[src/rtl/vec_pack_unit.sv]
module vec_pack_unit #(
  parameter int N = 8,
  parameter int W = 16
) (
  input  logic                   clk,
  input  logic                   rst_n,
  input  logic                   start,
  input  logic                   mode,
  input  logic [N-1:0]           mask,
  input  logic [N*W-1:0]         src_vec,
  input  logic [N*W-1:0]         dst_init,
  output logic                   busy,
  output logic                   done,
  output logic [$clog2(N+1)-1:0] packed_len,
  output logic [N*W-1:0]         dst_vec
);
  localparam int IW = $clog2(N);
  localparam int CW = $clog2(N+1);

  logic [W-1:0]  src_q [N];
  logic [W-1:0]  dst_q [N];
  logic [N-1:0]  mask_q;
  logic          mode_q;
  logic          busy_q;
  logic          done_q;
  logic [IW-1:0] idx_q;
  logic [CW-1:0] cnt_q;

  wire take = busy_q && mask_q[idx_q];
  wire last = idx_q == IW'(N-1);

  always_ff @(posedge clk or negedge rst_n) begin
    if (!rst_n) begin
      busy_q <= 1'b0;
      done_q <= 1'b0;
      mode_q <= 1'b0;
      mask_q <= '0;
      idx_q  <= '0;
      cnt_q  <= '0;
      for (int i = 0; i < N; i++) begin
        src_q[i] <= '0;
        dst_q[i] <= '0;
      end
    end else begin
      done_q <= 1'b0;
      if (!busy_q && start) begin
        busy_q <= 1'b1;
        mode_q <= mode;
        mask_q <= mask;
        idx_q  <= '0;
        cnt_q  <= '0;
        for (int i = 0; i < N; i++) begin
          src_q[i] <= src_vec[i*W +: W];
          dst_q[i] <= dst_init[i*W +: W];
        end
      end else if (busy_q) begin
        if (take) begin
          if (!mode_q) dst_q[cnt_q[IW-1:0]] <= src_q[idx_q];
          else         dst_q[idx_q] <= src_q[cnt_q[IW-1:0]];
          cnt_q <= cnt_q + CW'(1);
        end
        if (last) begin
          busy_q <= 1'b0;
          done_q <= 1'b1;
        end
        idx_q <= idx_q + IW'(1);
      end
    end
  end

  assign busy       = busy_q;
  assign done       = done_q;
  assign packed_len = cnt_q;

  for (genvar g = 0; g < N; g++) begin : g_out
    assign dst_vec[g*W +: W] = dst_q[g];
  end

  a_r6_done_one_pulse: assert property (@(posedge clk) disable iff (!rst_n)
    done |=> !done);
  a_r6_done_ends_busy: assert property (@(posedge clk) disable iff (!rst_n)
    done |-> !busy && $past(busy));
  a_r6_start_accept: assert property (@(posedge clk) disable iff (!rst_n)
    start && !busy |=> busy);
  a_r3_len_popcount: assert property (@(posedge clk) disable iff (!rst_n)
    done |-> packed_len == CW'($countones(mask_q)));
  a_r7_inputs_held: assert property (@(posedge clk) disable iff (!rst_n)
    busy && $past(busy) |-> $stable(mask_q) && $stable(mode_q));
endmodule

[config.mk]
export PLATFORM = sky130hd
export DESIGN_NAME = vec_pack_unit
export DESIGN_NICKNAME = d
export VERILOG_FILES = /design/src/rtl/vec_pack_unit.sv
export SDC_FILE = /design/constraint.sdc
export NUM_CORES = 1
export LEC_CHECK = 0
export ABC_AREA = 1
export BUFFER_PORTS_ARGS = -buffer_cell sky130_fd_sc_hd__buf_2
export CORE_MARGIN = 1.5
export CORE_UTILIZATION = 45
export CTS_CLUSTER_DIAMETER = 150
export CTS_CLUSTER_SIZE = 10
export DETAILED_ROUTE_END_ITERATION = 10
export PLACE_DENSITY_LB_ADDON = 0.1
export SLEW_MARGIN = 20
export SYNTH_ARGS = -nofsm -noshare
export SYNTH_HDL_FRONTEND = slang
export SYNTH_SLANG_ARGS = --single-unit
[constraint.sdc]
create_clock -name clk -period 2.9 [get_ports clk]
set_clock_uncertainty 0.05 [all_clocks]
set_input_delay 0.29 -clock clk [delete_from_list [all_inputs] [get_ports clk]]
set_output_delay 0.29 -clock clk [all_outputs]
set_load 0.01 [all_outputs]
# ---- Yosys cells after proc, flatten, opt, wreduce, memory -nomap -nowiden
# Cells that the tools add are included.
dict set report word_totals {
  register_bits 274
  in_bits 268
  wordCells 69
}
dict set report op_classes {
  add_sub_neg 2
  order_cmp 5
  n_eq_ne 1
  mux 29
  n_bitwise 2
  reduce_logical 8
}
# operator n
set ops {}
lappend ops {{128-bit 2-to-1 mux} 4}
lappend ops {{128-bit bitwise mux} 2}
lappend ops {{16-bit binary-select mux with 3-bit select} 2}
lappend ops {{16-bit demux with 3-bit select} 2}
lappend ops {{16-bit 2-to-1 mux} 6}
lappend ops {{4-bit 2-to-1 mux} 3}
lappend ops {{4-bit >= comparator (second input constant)} 2}
lappend ops {{4-bit by 1-bit < comparator with 1-bit output (second input constant)} 2}
lappend ops {{3-bit inverter with 4-bit output} 2}
lappend ops {{1-bit 2-to-1 mux} 7}
lappend ops {{3-bit 2-to-1 mux} 2}
lappend ops {{4-bit by 1-bit adder with 4-bit output (second input constant)} 1}
lappend ops {{1-bit logical AND} 4}
lappend ops {{3-bit by 4-bit < comparator with 1-bit output (second input constant)} 1}
lappend ops {{2-bit nonzero test} 2}
lappend ops {{3-bit by 1-bit adder with 3-bit output (second input constant)} 1}
lappend ops {{1-bit binary-select mux with 3-bit select} 1}
lappend ops {{3-bit equality test (second input constant)} 1}
lappend ops {{2-bit AND reduction} 1}
lappend ops {{1-bit zero test} 1}

# ---- Logic depth before layout (Yosys ltp)
dict set report logic_depth {
  ltp_word 10
  mapped_depth 13
  ltp_nobuf 11
}

# ---- Worst setup path after synthesis
# OpenSTA, ideal clock, no wires.
dict set report synth_timing {
  path_type {register to register}
  from {register busy_q, in the netlist busy}
  to {register dst_q, in the netlist dst_vec[117]}
  t_arrival_ps 1701
  setup_slack_ps 1085
  path_stages_with_launch 11
  n_path_buf 1
  period_less_slack_ps 1815
  path_cell_list {dfrtp_1 > inv_2 > nand2_8 > inv_2 > nor2_8 > inv_4 > o22ai_2 > a21oi_2 > buf_2 > nand2_1 > nand2_1}
}
dict set report synth_via {
  elab_chain_len 4
  elab_cells_between_ends 7
  cone_classes {mux: 1; reduce/logical: 6}
}
# item line
set synth_rtl {}
lappend synth_rtl {{start: declaration} 24} ;# logic busy_q;
lappend synth_rtl {{start signal: assignment} 34} ;# busy_q <= 1'b0;
lappend synth_rtl {{start signal: assignment} 47} ;# busy_q <= 1'b1;
lappend synth_rtl {{start signal: assignment} 63} ;# busy_q <= 1'b0;
lappend synth_rtl {{1-bit zero test} 46} ;# if (!busy_q && start) begin
lappend synth_rtl {{1-bit logical AND} 46}
lappend synth_rtl {{2-bit nonzero test (no source line)} -}
lappend synth_rtl {{2-bit AND reduction (no source line)} -}
lappend synth_rtl {{end signal: indexed assignment} 54} ;# dst_q[i] <= dst_init[i*W +: W];
lappend synth_rtl {{end signal: indexed assignment} 58} ;# if (!mode_q) dst_q[cnt_q[IW-1:0]] <= src_q[idx_q];
lappend synth_rtl {{end signal: indexed assignment} 59} ;# else dst_q[idx_q] <= src_q[cnt_q[IW-1:0]];
lappend synth_rtl {{end: declaration} 21} ;# logic [W-1:0] dst_q [N];
# Parallel ways exist; a longest one is shown, timed or not.
# A chain may end at the register's enable or synchronous reset.

# ---- Worst setup path after layout
dict set report layout_timing {
  from {register idx_q[1]}
  to {register dst_q, in the netlist dst_vec[86]}
}
dict set report layout_via {
  elab_chain_len 10
  elab_cells_between_ends 20
  cone_classes {order compare: 2; mux: 13; bitwise: 1; reduce/logical: 4}
}
# item line
set layout_rtl {}
lappend layout_rtl {{start: declaration} 26} ;# logic [IW-1:0] idx_q;
lappend layout_rtl {{start signal: assignment} 66} ;# idx_q <= idx_q + IW'(1);
lappend layout_rtl {{3-bit inverter with 4-bit output (not written as such)} {58, 59}}
lappend layout_rtl {{4-bit >= comparator (not written as such) or 4-bit by 1-bit < comparator with 1-bit output (tied branches)} 59}
lappend layout_rtl {{1-bit logical AND (not written as such)} 59}
lappend layout_rtl {{16-bit 2-to-1 mux (not written as such)} 59}
lappend layout_rtl {{16-bit demux with 3-bit select} 59}
lappend layout_rtl {{128-bit bitwise mux} 59}
lappend layout_rtl {{128-bit 2-to-1 mux} 58}
lappend layout_rtl {{128-bit 2-to-1 mux} 57} ;# if (take) begin
lappend layout_rtl {{128-bit 2-to-1 mux} 56} ;# end else if (busy_q) begin
lappend layout_rtl {{128-bit 2-to-1 mux} 46}
# Parallel ways exist; a longest one is shown, timed or not. The select of a mux whose other input is x is not followed.

==> results.yml <==
outcome:
  status: "finished, final reports clean"
logic_synthesis:
  syn-num-nets: 2710
  syn_area_per_cell_sq_um: 6.51
  netlist_instances: 2439
  ys_seq_elements: 274
  synth_area_leader_cell: "dfrtp_1"
  synth.area.top_cells: "dfrtp_1, nand2_1, nand3_1"
  yosysWarnings: 0
  netlist.area_leader.share_pct: 43.2
  seq_area_frac_synth_pct: 43.2
  ys_types: 25
  syn_area_sq_mm: 0.0159
floorplan:
  start_util_pct: 45.8
  ios: 402
  std_cell_rows: 68
  coreArea_sq_mm: 0.0346
  die_area_sq_mm: 0.0364
  die_x_um: 191
  die_height_um: 191
critical_path:
  worstSetupPathType: "reg2reg"
  arrival_ns: 2.97
  start_kind: "register"
  r2r-start: "idx_q[1]"
  critPathMaxFanout: 16
  required_ns: 3.31
  endpoint_kind: "register"
  reg2reg_slack_ns: 0.34
  reg2regPathDepth: 9
  r2r-end: "dst_vec[86]"
worst_hold_path:
  whs_path_depth: 5
  hold_path_class: "in2reg"
  holdCritStartpoint: "dst_init[124]"
  min_to: "dst_vec[124]"
sta:
  maxSlewHeadroom_pct: 42.7
  setup_violations: 0
  rsz0062_at_grt: "no"
  setup_tns_ns: 0
  max_freq_mhz: 391
  fin_crit_sh_pct: 88.2
  fin_crit_ns: 2.56
  tightestPinTransition_ns: 0.857
  hold_viol_final: 0
  drv_slew: 0
clock_tree:
  cts_resized: 0
  cts_root_buf: "clkbuf_16"
  clk_latency_ns: 0.58
  postCtsSetupBuffers: 0
  cts_tree: "built"
  clk_path_buf_depth: 3
  cts_sinks: 274
  cts-hold-fix-buffers: 208
  cts_buffers: 31
  clk_pin_slew_worst_paths_ns: 0.06
  cts_max_level: 1
routing:
  viasPerCell: 5.29
  ant_nets: 0
  first_pass_iters: 6
  drt_wl_total_um: 66700
  drtIter0Drc: 1789
  drc_errors: 0
  wl_per_cell_um: 19.4
  vias: 18200
placement:
  dp_hpwl_um: 43700
  port_buffers: 401
  gp_routability_congestion: 0.923
  placed_area_sq_mm: 0.0182
grt:
  antenna_found_initial: 0
  grt_overflow_total: 0
  grt_pass1_wl_um: 99800
  grt_pass1_vias: 17300
  grtUsageTotal_pct: 36.1
  grt_max_degree: 157
pwr:
  ir_drop_mv: 0.663
  leakage_nw: 11.7
  power_density_mw_per_mm2: 1100
cells_and_area:
  final_cell_mix: "nand2_1, buf_2, dfrtp_1"
  fin_nets: 3257
  stdcell_area_sq_mm: 0.0211
  fill_cells: 3300
  drive_above_1_share_pct: 17.3
  final_common_cell: "nand2_1"
  diodes: 0
  synthToLayoutAreaGrowth_pct: 33.2
flow_run:
  drv_cap: 0
registers in the layout (all words and copies together) (netlist names):
signal / count
done: 1
packed_len: 4
mode_q: 1
idx_q: 3
busy: 1
mask_q: 8
src_q: 128
dst_vec: 128
cells in the mapped netlist:
cell type and n:
buf_4 10, nand2_1 1446, clkbuf_1 56, xor2_1 2, nor2_4 16, inv_1 175, nand3_1 206, o21ai_0 154
ha_1 3, inv_4 1, nor2_1 4, a21oi_2 1, buf_2 34, o21ai_2 1, buf_6 3, nand2_2 7
nor3_4 1, nor2_2 2, buf_1 23, a21oi_4 7, o22ai_2 1, nand2_8 1, inv_2 10, nor2_8 1
dfrtp_1 274
final cells by class:
class	instances	area, sq um	area share (%)
Multi-Input combinational cell	1853	7740	36.6
Timing Repair Buffer	640	4460	21.1
Clock inverter	2	17.5	0.0829
Clock buffer	33	783	3.71
Inverter	186	708	3.35
Sequential cell	274	6860	32.5
Tap cell	455	569	2.69
layer usage:
| layer | track usage [%] | up-vias | part of all wire, % |
|---|---|---|---|
| li1 | - | 8531 | - |
| met1 | 50.4 | 8459 | 41 |
| met2 | 54.9 | 1045 | 44 |
| met3 | 5.36 | 194 | 10 |
| met4 | 17.1 | 0 | 5.0 |
| met5 | 0 | - | 0 |
worst max-delay path by stage:
stage | startpoint | end | slack [ns] | depth (start not counted)
global placement | idx_q[1] | dst_vec[93] | 0.47 | 9
detailed placement | idx_q[1] | dst_vec[92] | 0.43 | 9
floorplan | busy | dst_vec[117] | 1.08 | 10
CTS | idx_q[1] | dst_vec[92] | 0.42 | 9
finish | idx_q[1] | dst_vec[86] | 0.34 | 9
global route | idx_q[1] | dst_vec[96] | 0.20 | 9
where the power goes:
part	internal (mW)	switching, mW	leakage (nW)	total (mW)
combinational	3.60	10.1	7.78	13.7
sequential	5.35	0.856	3.53	6.20
clock	1.88	1.58	0.393	3.46
total	10.8	12.5	11.7	23.3
critical path: stages (launching register included):
cell and delay, ns:
dfrtp_1 0.47, inv_2 0.09, nor2_4 0.36, nand3_1 0.20, nand2_1 0.12, o21ai_2 0.06
nand2_1 0.26, nand2_1 0.53, nand2_1 0.22, nand2_1 0.07
stage by stage:
stage                     setup WS, ns  power (mW)  hold WS (ns)  cells  util (%)
after CTS                        0.421        23.0     0.0000878   3443      61.0
after floorplan                   1.08        14.1       -0.0556   2439         -
final                            0.342        23.3        0.0152   3443      61.0
after global placement           0.466        19.1         0.327   3200      52.7
after global routing             0.201        24.7        0.0241   3443      61.0
after detailed placement         0.430        19.3         0.329   3200      52.7
cells by family (layout without fill, tap and decap cells):
| family | Yosys count | in the layout | share of synthesized area (%) |
|---|---|---|---|
| compound gates | 164 | 164 | 5.76 |
| xor+xnor | 2 | 2 | 0.110 |
| fa+ha+maj | 3 | 3 | 0.237 |
| buf+inv | 312 | 861 | 8.04 |
| flops | 274 | 274 | 43.2 |
| simple gates | 1684 | 1684 | 42.6 |
(Power assumes the default switching activity.)
